==> config.mk <==
export PLATFORM = sky130hd
export DESIGN_NAME = srseq_top
export DESIGN_NICKNAME = d
export VERILOG_FILES = /design/src/rtl/srseq_pkg.sv /design/src/rtl/srseq_timer.sv /design/src/rtl/srseq_ctrl.sv /design/src/rtl/srseq_drive.sv /design/src/rtl/srseq_top.sv
export SDC_FILE = /design/constraint.sdc
export NUM_CORES = 1
export LEC_CHECK = 0
export ABC_AREA = 1
export CAP_MARGIN = 0
export CORE_ASPECT_RATIO = 1.2
export CORE_MARGIN = 4
export CORE_UTILIZATION = 48
export CTS_CLUSTER_DIAMETER = 200
export DETAILED_ROUTE_END_ITERATION = 10
export DONT_BUFFER_PORTS = 1
export PLACE_DENSITY = 0.74
export SLEW_MARGIN = 0
export SYNTH_ARGS = -nofsm -noshare
export SYNTH_HDL_FRONTEND = slang
export SYNTH_SLANG_ARGS = --single-unit
==> constraint.sdc <==
create_clock -name clk -period 2 [get_ports clk]
set_clock_uncertainty 0.05 [all_clocks]
set_input_delay 0.1 -clock clk [delete_from_list [all_inputs] [get_ports clk]]
set_output_delay 0.1 -clock clk [all_outputs]
set_load 0.03 [all_outputs]
==> src/rtl/srseq_pkg.sv <==
package srseq_pkg;

    typedef enum logic [3:0] {
        ST_NORMAL,
        ST_SRE_CMD,
        ST_REG_PIPE,
        ST_INACT,
        ST_LOWPWR,
        ST_CLK_WAIT,
        ST_PLL_WAIT,
        ST_PRE_RST,
        ST_ACT,
        ST_READY
    } seq_state_t;

    typedef struct packed {
        logic cke;
        logic cs_n;
        logic ras_n;
        logic cas_n;
        logic we_n;
    } ddr_cmd_t;

    typedef struct packed {
        logic reg_rst_n;
        logic bus_oe;
        logic clk_en;
        logic exit_ready;
    } pin_ctl_t;

    // deselect with clock enable high (normal idle)
    localparam ddr_cmd_t CMD_IDLE_HI = '{cke: 1'b1, cs_n: 1'b1, ras_n: 1'b1, cas_n: 1'b1, we_n: 1'b1};
    // deselect with clock enable low (held during reset phases)
    localparam ddr_cmd_t CMD_IDLE_LO = '{cke: 1'b0, cs_n: 1'b1, ras_n: 1'b1, cas_n: 1'b1, we_n: 1'b1};
    // self-refresh entry
    localparam ddr_cmd_t CMD_SR_ENTER = '{cke: 1'b0, cs_n: 1'b0, ras_n: 1'b0, cas_n: 1'b0, we_n: 1'b1};

    // A wait of n cycles loads n-1: the state is left on the cycle the counter reads zero.
    function automatic int unsigned wait_load(input int unsigned n);
        return (n == 0) ? 0 : n - 1;
    endfunction

    function automatic int unsigned max3(input int unsigned a, input int unsigned b,
                                         input int unsigned c);
        int unsigned m;
        m = (a > b) ? a : b;
        return (m > c) ? m : c;
    endfunction

    function automatic logic in_entry(input seq_state_t s);
        return (s == ST_SRE_CMD) || (s == ST_REG_PIPE) || (s == ST_INACT);
    endfunction

endpackage

==> src/rtl/srseq_timer.sv <==
module srseq_timer #(
    parameter int unsigned TW = 8
) (
    input  logic          clk,
    input  logic          rst,
    input  logic          load,
    input  logic [TW-1:0] load_val,
    output logic          expired
);
    logic [TW-1:0] cnt_q;

    always_ff @(posedge clk) begin
        if (rst) begin
            cnt_q <= '0;
        end else if (load) begin
            cnt_q <= load_val;
        end else if (cnt_q != '0) begin
            cnt_q <= cnt_q - 1'b1;
        end
    end

    assign expired = (cnt_q == '0);

    // the shared counter parks at zero and never wraps (R4, R6, R9 timing)
    p_no_wrap_r9: assert property (@(posedge clk) disable iff (rst)
        (!load && cnt_q == '0) |=> (cnt_q == '0));
    p_count_down_r4: assert property (@(posedge clk) disable iff (rst)
        (!load && cnt_q != '0) |=> (cnt_q == $past(cnt_q) - 1'b1));
endmodule

==> src/rtl/srseq_ctrl.sv <==
module srseq_ctrl
    import srseq_pkg::*;
#(
    parameter int unsigned TW        = 8,
    parameter logic [TW-1:0] INACT_LD = '0,
    parameter logic [TW-1:0] ACT_LD   = '0,
    parameter logic [TW-1:0] PLL_LD   = '0
) (
    input  logic          clk,
    input  logic          rst,
    input  logic          lp_req,
    input  logic          wake_req,
    input  logic          clk_off_mode,
    input  logic          clk_stable,
    input  logic          tmr_expired,
    output seq_state_t    state,
    output logic          mode_off,
    output logic          tmr_load,
    output logic [TW-1:0] tmr_val
);
    seq_state_t state_q, state_d;
    logic       mode_q;
    logic       wake_pend_q;
    logic       wake_now;

    assign wake_now = wake_req || wake_pend_q;

    always_comb begin
        state_d  = state_q;
        tmr_load = 1'b0;
        tmr_val  = '0;
        unique case (state_q)
            ST_NORMAL:   if (lp_req) state_d = ST_SRE_CMD;
            ST_SRE_CMD:  state_d = ST_REG_PIPE;
            ST_REG_PIPE: begin
                state_d  = ST_INACT;
                tmr_load = 1'b1;
                tmr_val  = INACT_LD;
            end
            ST_INACT:    if (tmr_expired) state_d = ST_LOWPWR;
            ST_LOWPWR: begin
                if (wake_now) state_d = mode_q ? ST_CLK_WAIT : ST_PRE_RST;
            end
            ST_CLK_WAIT: begin
                if (clk_stable) begin
                    state_d  = ST_PLL_WAIT;
                    tmr_load = 1'b1;
                    tmr_val  = PLL_LD;
                end
            end
            ST_PLL_WAIT: if (tmr_expired) state_d = ST_PRE_RST;
            ST_PRE_RST: begin
                state_d  = ST_ACT;
                tmr_load = 1'b1;
                tmr_val  = ACT_LD;
            end
            ST_ACT:      if (tmr_expired) state_d = ST_READY;
            ST_READY:    state_d = ST_NORMAL;
            default:     state_d = ST_NORMAL;
        endcase
    end

    always_ff @(posedge clk) begin
        if (rst) begin
            state_q     <= ST_NORMAL;
            mode_q      <= 1'b0;
            wake_pend_q <= 1'b0;
        end else begin
            state_q <= state_d;
            if (state_q == ST_NORMAL && lp_req) begin
                mode_q <= clk_off_mode;
            end
            if (in_entry(state_q) && wake_req) begin
                wake_pend_q <= 1'b1;
            end else if (state_q == ST_LOWPWR) begin
                wake_pend_q <= 1'b0;
            end
        end
    end

    assign state    = state_q;
    assign mode_off = mode_q;

    p_sre_one_cycle_r2: assert property (@(posedge clk) disable iff (rst)
        (state_q == ST_SRE_CMD) |=> (state_q == ST_REG_PIPE));
    p_pending_wake_r10: assert property (@(posedge clk) disable iff (rst)
        (state_q == ST_LOWPWR && wake_pend_q) |=> (state_q != ST_LOWPWR));
    p_lp_ignored_r11: assert property (@(posedge clk) disable iff (rst)
        (state_q == ST_LOWPWR && !wake_req && !wake_pend_q) |=> (state_q == ST_LOWPWR));
    p_wake_in_normal_r11: assert property (@(posedge clk) disable iff (rst)
        (state_q == ST_NORMAL) |=> !wake_pend_q);
endmodule

==> src/rtl/srseq_drive.sv <==
module srseq_drive
    import srseq_pkg::*;
(
    input  seq_state_t state,
    input  logic       mode_off,
    output ddr_cmd_t   cmd,
    output pin_ctl_t   pins
);
    always_comb begin
        cmd  = CMD_IDLE_LO;
        pins = '{reg_rst_n: 1'b1, bus_oe: 1'b1, clk_en: 1'b1, exit_ready: 1'b0};
        unique case (state)
            ST_NORMAL:   cmd = CMD_IDLE_HI;
            ST_SRE_CMD:  cmd = CMD_SR_ENTER;
            ST_REG_PIPE: cmd = CMD_IDLE_LO;
            ST_INACT:    pins.reg_rst_n = 1'b0;
            ST_LOWPWR: begin
                pins.reg_rst_n = 1'b0;
                pins.bus_oe    = 1'b0;
                pins.clk_en    = !mode_off;
            end
            ST_CLK_WAIT, ST_PLL_WAIT: begin
                pins.reg_rst_n = 1'b0;
                pins.bus_oe    = 1'b0;
            end
            ST_PRE_RST:  pins.reg_rst_n = 1'b0;
            ST_ACT:      cmd = CMD_IDLE_LO;
            ST_READY:    pins.exit_ready = 1'b1;
            default:     cmd = CMD_IDLE_HI;
        endcase
    end
endmodule

==> src/rtl/srseq_top.sv <==
module srseq_top
    import srseq_pkg::*;
#(
    parameter int unsigned CLK_MHZ   = 200,
    parameter int unsigned PLL_US    = 100,
    parameter int unsigned ACT_CYC   = 8,
    parameter int unsigned INACT_CYC = 4
) (
    input  logic clk,
    input  logic rst,
    input  logic lp_req,
    input  logic wake_req,
    input  logic clk_off_mode,
    input  logic clk_stable,
    output logic cke,
    output logic cs_n,
    output logic ras_n,
    output logic cas_n,
    output logic we_n,
    output logic reg_rst_n,
    output logic bus_oe,
    output logic clk_en,
    output logic exit_ready
);
    localparam int unsigned PLL_CYC = PLL_US * CLK_MHZ;
    localparam int unsigned MAX_CYC = max3(PLL_CYC, ACT_CYC, INACT_CYC);
    localparam int unsigned TW      = (MAX_CYC < 2) ? 1 : $clog2(MAX_CYC);
    localparam logic [TW-1:0] INACT_LD = TW'(wait_load(INACT_CYC));
    localparam logic [TW-1:0] ACT_LD   = TW'(wait_load(ACT_CYC));
    localparam logic [TW-1:0] PLL_LD   = TW'(wait_load(PLL_CYC));

    seq_state_t    state;
    logic          mode_off;
    logic          tmr_load;
    logic [TW-1:0] tmr_val;
    logic          tmr_expired;
    ddr_cmd_t      cmd;
    pin_ctl_t      pins;

    srseq_ctrl #(
        .TW       (TW),
        .INACT_LD (INACT_LD),
        .ACT_LD   (ACT_LD),
        .PLL_LD   (PLL_LD)
    ) u_ctrl (
        .clk          (clk),
        .rst          (rst),
        .lp_req       (lp_req),
        .wake_req     (wake_req),
        .clk_off_mode (clk_off_mode),
        .clk_stable   (clk_stable),
        .tmr_expired  (tmr_expired),
        .state        (state),
        .mode_off     (mode_off),
        .tmr_load     (tmr_load),
        .tmr_val      (tmr_val)
    );

    srseq_timer #(.TW(TW)) u_timer (
        .clk      (clk),
        .rst      (rst),
        .load     (tmr_load),
        .load_val (tmr_val),
        .expired  (tmr_expired)
    );

    srseq_drive u_drive (
        .state    (state),
        .mode_off (mode_off),
        .cmd      (cmd),
        .pins     (pins)
    );

    assign cke        = cmd.cke;
    assign cs_n       = cmd.cs_n;
    assign ras_n      = cmd.ras_n;
    assign cas_n      = cmd.cas_n;
    assign we_n       = cmd.we_n;
    assign reg_rst_n  = pins.reg_rst_n;
    assign bus_oe     = pins.bus_oe;
    assign clk_en     = pins.clk_en;
    assign exit_ready = pins.exit_ready;

    p_cke_low_in_reset_r4: assert property (@(posedge clk) disable iff (rst)
        !reg_rst_n |-> !cke);
    p_float_only_in_reset_r4: assert property (@(posedge clk) disable iff (rst)
        !bus_oe |-> !reg_rst_n);
    p_reset_after_pipe_r3: assert property (@(posedge clk) disable iff (rst)
        $fell(reg_rst_n) |-> ($past(cs_n) && !$past(cke) && !$past(cs_n, 2) && $past(we_n, 2)));
    p_rise_stable_r8: assert property (@(posedge clk) disable iff (rst)
        $rose(reg_rst_n) |-> ($stable(cmd) && bus_oe && $past(bus_oe) && !cke));
    p_ready_pulse_r9: assert property (@(posedge clk) disable iff (rst)
        exit_ready |=> (!exit_ready && cke));
    p_clk_off_in_lp_r5: assert property (@(posedge clk) disable iff (rst)
        !clk_en |-> (!bus_oe && !reg_rst_n));
endmodule

Word level (Yosys, flattened, before mapping):

Cells that the tools add are included.

* register bits: 21
* output and inout port bits: 9
* word-level logic and storage cells: 57

* add/sub/neg operators: 1
* equality and inequality tests: 15
* muxes and demuxes: 21
* reductions and logical operators: 16

Operators with widths (count)
* 15-bit 2-to-1 mux: 3
* 15-bit one-hot mux with 3 select lines: 1
* 4-bit one-hot mux with 9 select lines: 1
* 4-bit 2-to-1 mux: 6
* 4-bit by 3-bit equality test with 1-bit output (second input constant): 4
* 15-bit zero test: 1
* 15-bit nonzero test: 1
* 15-bit by 1-bit subtractor with 15-bit output (second input constant): 1
* 2-bit inequality test (second input constant): 5
* 5-bit one-hot mux with 2 select lines: 1
* 4-bit by 2-bit equality test with 1-bit output (second input constant): 2
* 4-bit equality test (second input constant): 2
* 8-bit OR reduction: 1
* 1-bit 2-to-1 mux: 7
* 6-bit AND reduction: 1
* 5-bit OR reduction: 1
* 4-bit by 1-bit equality test with 1-bit output (second input constant): 1
* 4-bit zero test: 1
* 2-bit nonzero test: 2
* 1-bit logical OR: 3
* 3-bit OR reduction: 1
* 1-bit logical AND: 2
* 2-bit 2-to-1 mux: 1
* 2-bit by 1-bit inequality test with 1-bit output (second input constant): 1
* other kinds (3): 3

Logic depth before layout (Yosys ltp):

* depth after elaboration: 5
* mapped depth: 11

By module:

From an unflattened synthesis, not the netlist that was laid out.

* cell total of the unflattened synthesis: 248
* area, all modules: 1579.0 sq um

By module, submodules not included
* srseq_timer: instances 1, cells an instance 144, area each 952.2 sq um, sequential area each 300.3 sq um
* srseq_ctrl: instances 1, cells an instance 82, area each 525.5 sq um, sequential area each 120.1 sq um
* srseq_drive: instances 1, cells an instance 22, area each 101.3 sq um, sequential area each 0.0 sq um

Worst setup path before layout:

Ideal clock, no wire load.

* path kind: register to output
* from: register u_ctrl.state_q[3] (netlist: u_ctrl.state[3])
* to: output exit_ready
* arrival time: 1469 ps
* required time: 1850 ps
* slack: 381 ps
* cell stages (with the launch flop): 3
* cells stage by stage: dfxtp_1 inv_1 nor4_1

* cells in the longest elaborated chain, start to end: 2

Ends and longest elaborated chain
* start, declared: RTL line srseq_ctrl.sv:21 `seq_state_t state_q, state_d;`
* start signal, assigned: RTL line srseq_ctrl.sv:69 `state_q <= state_d;`
* 4-bit equality test: RTL line srseq_drive.sv:12 `unique case (state)`
* 1-bit 2-to-1 mux: RTL line srseq_drive.sv:12
* end, declared: RTL line srseq_top.sv:23 `output logic exit_ready`

Every way passes these cells.

Final worst setup path:

* from: register u_timer.cnt_q[0]
* to: register u_timer.cnt_q[9]

* cells in the longest elaborated chain, start to end: 3

Ends and longest elaborated chain
* start, declared: RTL line srseq_timer.sv:10 `logic [TW-1:0] cnt_q;`
* start signal, assigned: RTL line srseq_timer.sv:16 `cnt_q <= load_val;`
* start signal, assigned: RTL line srseq_timer.sv:18 `cnt_q <= cnt_q - 1'b1;`
* 15-bit by 1-bit subtractor with 15-bit output: RTL line srseq_timer.sv:18
* 15-bit 2-to-1 mux: RTL line srseq_timer.sv:17 `end else if (cnt_q != '0) begin`
* 15-bit 2-to-1 mux: RTL line srseq_timer.sv:15 `end else if (load) begin`

Several ways; a longest one is shown, not always the timed one. The select of a mux whose other input is x is not followed.
A chain may end at the register's enable or synchronous reset.

==> reports/qor.txt <==
Cell area power density = 1936 nW/um2
Final-stage net count = 216
Largest net degree at the start of global routing = 14
Number of clock sinks seen by CTS = 21
Total setup violations reported at the end of the flow = 0
Synthesis-to-finish area growth = 8.111%
Sequential cell fraction of total power = 24.8%
Final critical delay including setup and external delays = 1.822 ns
Largest buffer count on any clock path = 2
Sum of negative setup slack = 0 ns
Count of inserted antenna diode cells = 0
Final WL = 2780 um
Worst Setup Path Type = flip-flop to flip-flop
EDFF count, synth = 0
Final hold vios = 0
DRC = 0
Count of nets left with antenna violations after detail routing = 0
Worst Path Arrival = 1.96 ns
Static Leak = 0.6617 nW
Number of non-filler instances in the completed layout = 241
Seq cells post-synth = 21
FFs w/ async S/R, synth = 0%
Number of antenna violations at the first check in global routing = 0
Data required time of the critical path = 2.14 ns
RSZ-0062 raised after global routing = false
Mean instance size in the synthesized netlist = 6.788 um2
Number of buffers inserted by port buffering = 0
Routed length per instance = 11.54 um
Clock latency of the later-clocked register in the worst-skew pair = 0.30 ns
Post_cts resized = 0
Global-route wire length before repair = 5064 um
Critical path endpoint category = flip-flop
Detailed Route Iter0 Violations = 38
Via/cell ratio = 5.000
Total vias in the final route = 1205
Placed standard-cell area = 1391 um2
Vias in the first global route = 1224
Maximum VDD drop = 0.001091 V
Total gr overflow = 0
Total number of H-tree levels = 1
Highest net fanout along the worst path = 5
Most used DFF post-synth = dfxtp_1
Most used cells in the layout excluding fill and tap cells = 36 x nand2_1, 34 x inv_1, 23 x nor2_1, 21 x dfxtp_1, 18 x nand3_1
I/O pin count = 15
Synth top area share = 30.97%
Crit start category = flip-flop
Net count after synthesis = 207
Floorplan die area = 3746 um2
Effective utilization at floorplan = 51.67%
Fmax = 0.5489 GHz
Gate count after technology mapping = 200
Path type of the worst min-delay path = input port to flip-flop
HPWL reported at the end of detailed placement = 2212 um
Die Span X = 56.55 um
Leading cell types by total area after synthesis = dfxtp_1 31%, nand2_1 10%, inv_1 9.4%
Fillcell total = 280
Clock transition at path regs = 0.12 ns
Standard-cell rows = 20
Worst slew pin tran = 0.5291 ns
Clock power share = 7.4%
Net switching power figure = 1.527 mW
Hold Worst Slack = 0.07442 ns
Most common cell after layout, fill and taps aside = nand2_1
Switching share of total power = 53.75%
Slew Viols, Final = 0
Slew headroom = 64.61%
Gp weighted congestion = 0.7995
GRT Overall Usage = 17.05%
Share of synthesized area occupied by flip-flops and latches = 30.97%
Cell taking the most area after synthesis = dfxtp_1
Total power after layout = 2.841 mW
Cell area after technology mapping = 1358 um2
Pre-Repair DR Iteration Count = 4
Finished Cell Area = 1468 um2
Internal Power = 1.314 mW
Final worst path period share = 91.08%
Total CTS buffers = 3
Fraction of layout cells with a size suffix above 1 = 14.42%
Max-capacitance violation count = 0
Clock tree from TritonCTS = done
Combinational share of power = 67.8%
Placed cell count = 232
Number of library cell types mapped by synthesis = 30
Status = complete, no violations
Placeable core area = 2628 um2
Total of warnings raised by yosys = 0
Die boundary height = 66.26 um
Clock root buffer = clkbuf_4
what timing repair did:
item                                   CTS  global route
endpoints found under the hold margin   18             0
setup buffers                            0             0
hold buffers                             5             0
worst max-delay path, cell delays in order, from the launching register on:
cell	delay (ns)
dfxtp_1	0.33
inv_1	0.09
ha_1	0.22
nand3_2	0.17
nor2_1	0.18
inv_1	0.09
nor2_2	0.17
inv_1	0.10
nor2_4	0.15
inv_1	0.06
nand2_1	0.06
nor2_1	0.03
Yosys cell counts (2+ instances only):
library cell and instances:
xor2_1 4, nand4_1 3, o21ai_0 9, nor3_2 2
nand2_4 3, a21oi_1 9, inv_1 34, nor2_1 23
nor3_1 4, nand3_1 18, nor2_4 5, nand3_2 2
a21oi_2 2, nand2_1 36, inv_2 3, nor4_1 4
buf_4 3, xnor2_1 2, nor2_2 3, dfxtp_1 21
metrics by stage:
| stage | worst slack, ns | utilization (%) |
|---|---|---|
| finish | 0.1783 | 55.86 |
| global route | 0.06384 | 55.86 |
| CTS | 0.1817 | 55.86 |
| detailed placement | 0.2325 | 52.95 |
| global placement | 0.3075 | 52.95 |
| floorplan | 0.3810 | - |
routing by layer:
metal | track usage [%] | part of all wire (%)
met5 | 0 | 0
met4 | 7.122 | 2.1
met3 | 2.734 | 5.0
met2 | 32.80 | 51
met1 | 18.04 | 41
worst paths after layout:
check                                       from               end  slack (ns)  cells past startpoint
worst min register to register  u_timer.cnt_q[0]  u_timer.cnt_q[0]        0.42                      2
worst max register to register  u_timer.cnt_q[0]  u_timer.cnt_q[9]        0.18                     11
worst min-delay path                    wake_req   u_ctrl.state[0]        0.07                      5
worst max-delay path            u_timer.cnt_q[0]  u_timer.cnt_q[9]        0.18                     11
logic make-up (layout without fill, tap and decap cells):
logic type / after synthesis / count (layout) / synth area share (%)
and+or+nand+nor: 105 / 105 / 40.74
buffers and inverters: 43 / 51 / 13.64
AOI/OAI and AO/OA: 23 / 23 / 9.586
DFF: 21 / 21 / 30.97
xor gates and xnor gates: 6 / 6 / 3.871
adders and majority gates: 1 / 1 / 0.9215
other: 1 / 1 / 0.2762
area by class of cell:
class	instances	area (um2)	share of cell area (%)
clock buffers	4	26.28	1.790
flip-flops and latches	21	420.4	28.64
repair buffers	9	80.08	5.456
inverters	38	147.6	10.06
well taps	33	41.29	2.813
multi-input cells	136	752.0	51.24
power by group through the flow:
stage	sequential, mW	clock [mW]	combinational [mW]
finish	0.705	0.210	1.93
global route	0.726	0.227	2.20
CTS	0.703	0.210	1.93
detailed placement	0.713	0	1.90
global placement	0.715	0	1.89
floorplan	0.673	0	1.64
registers in the layout, indices dropped and copies added (netlist names):
register,cells
u_ctrl.wake_pend_q,1
u_timer.cnt_q,15
u_ctrl.mode_off,1
u_ctrl.state,4
Power figures use the tool's default switching activity.
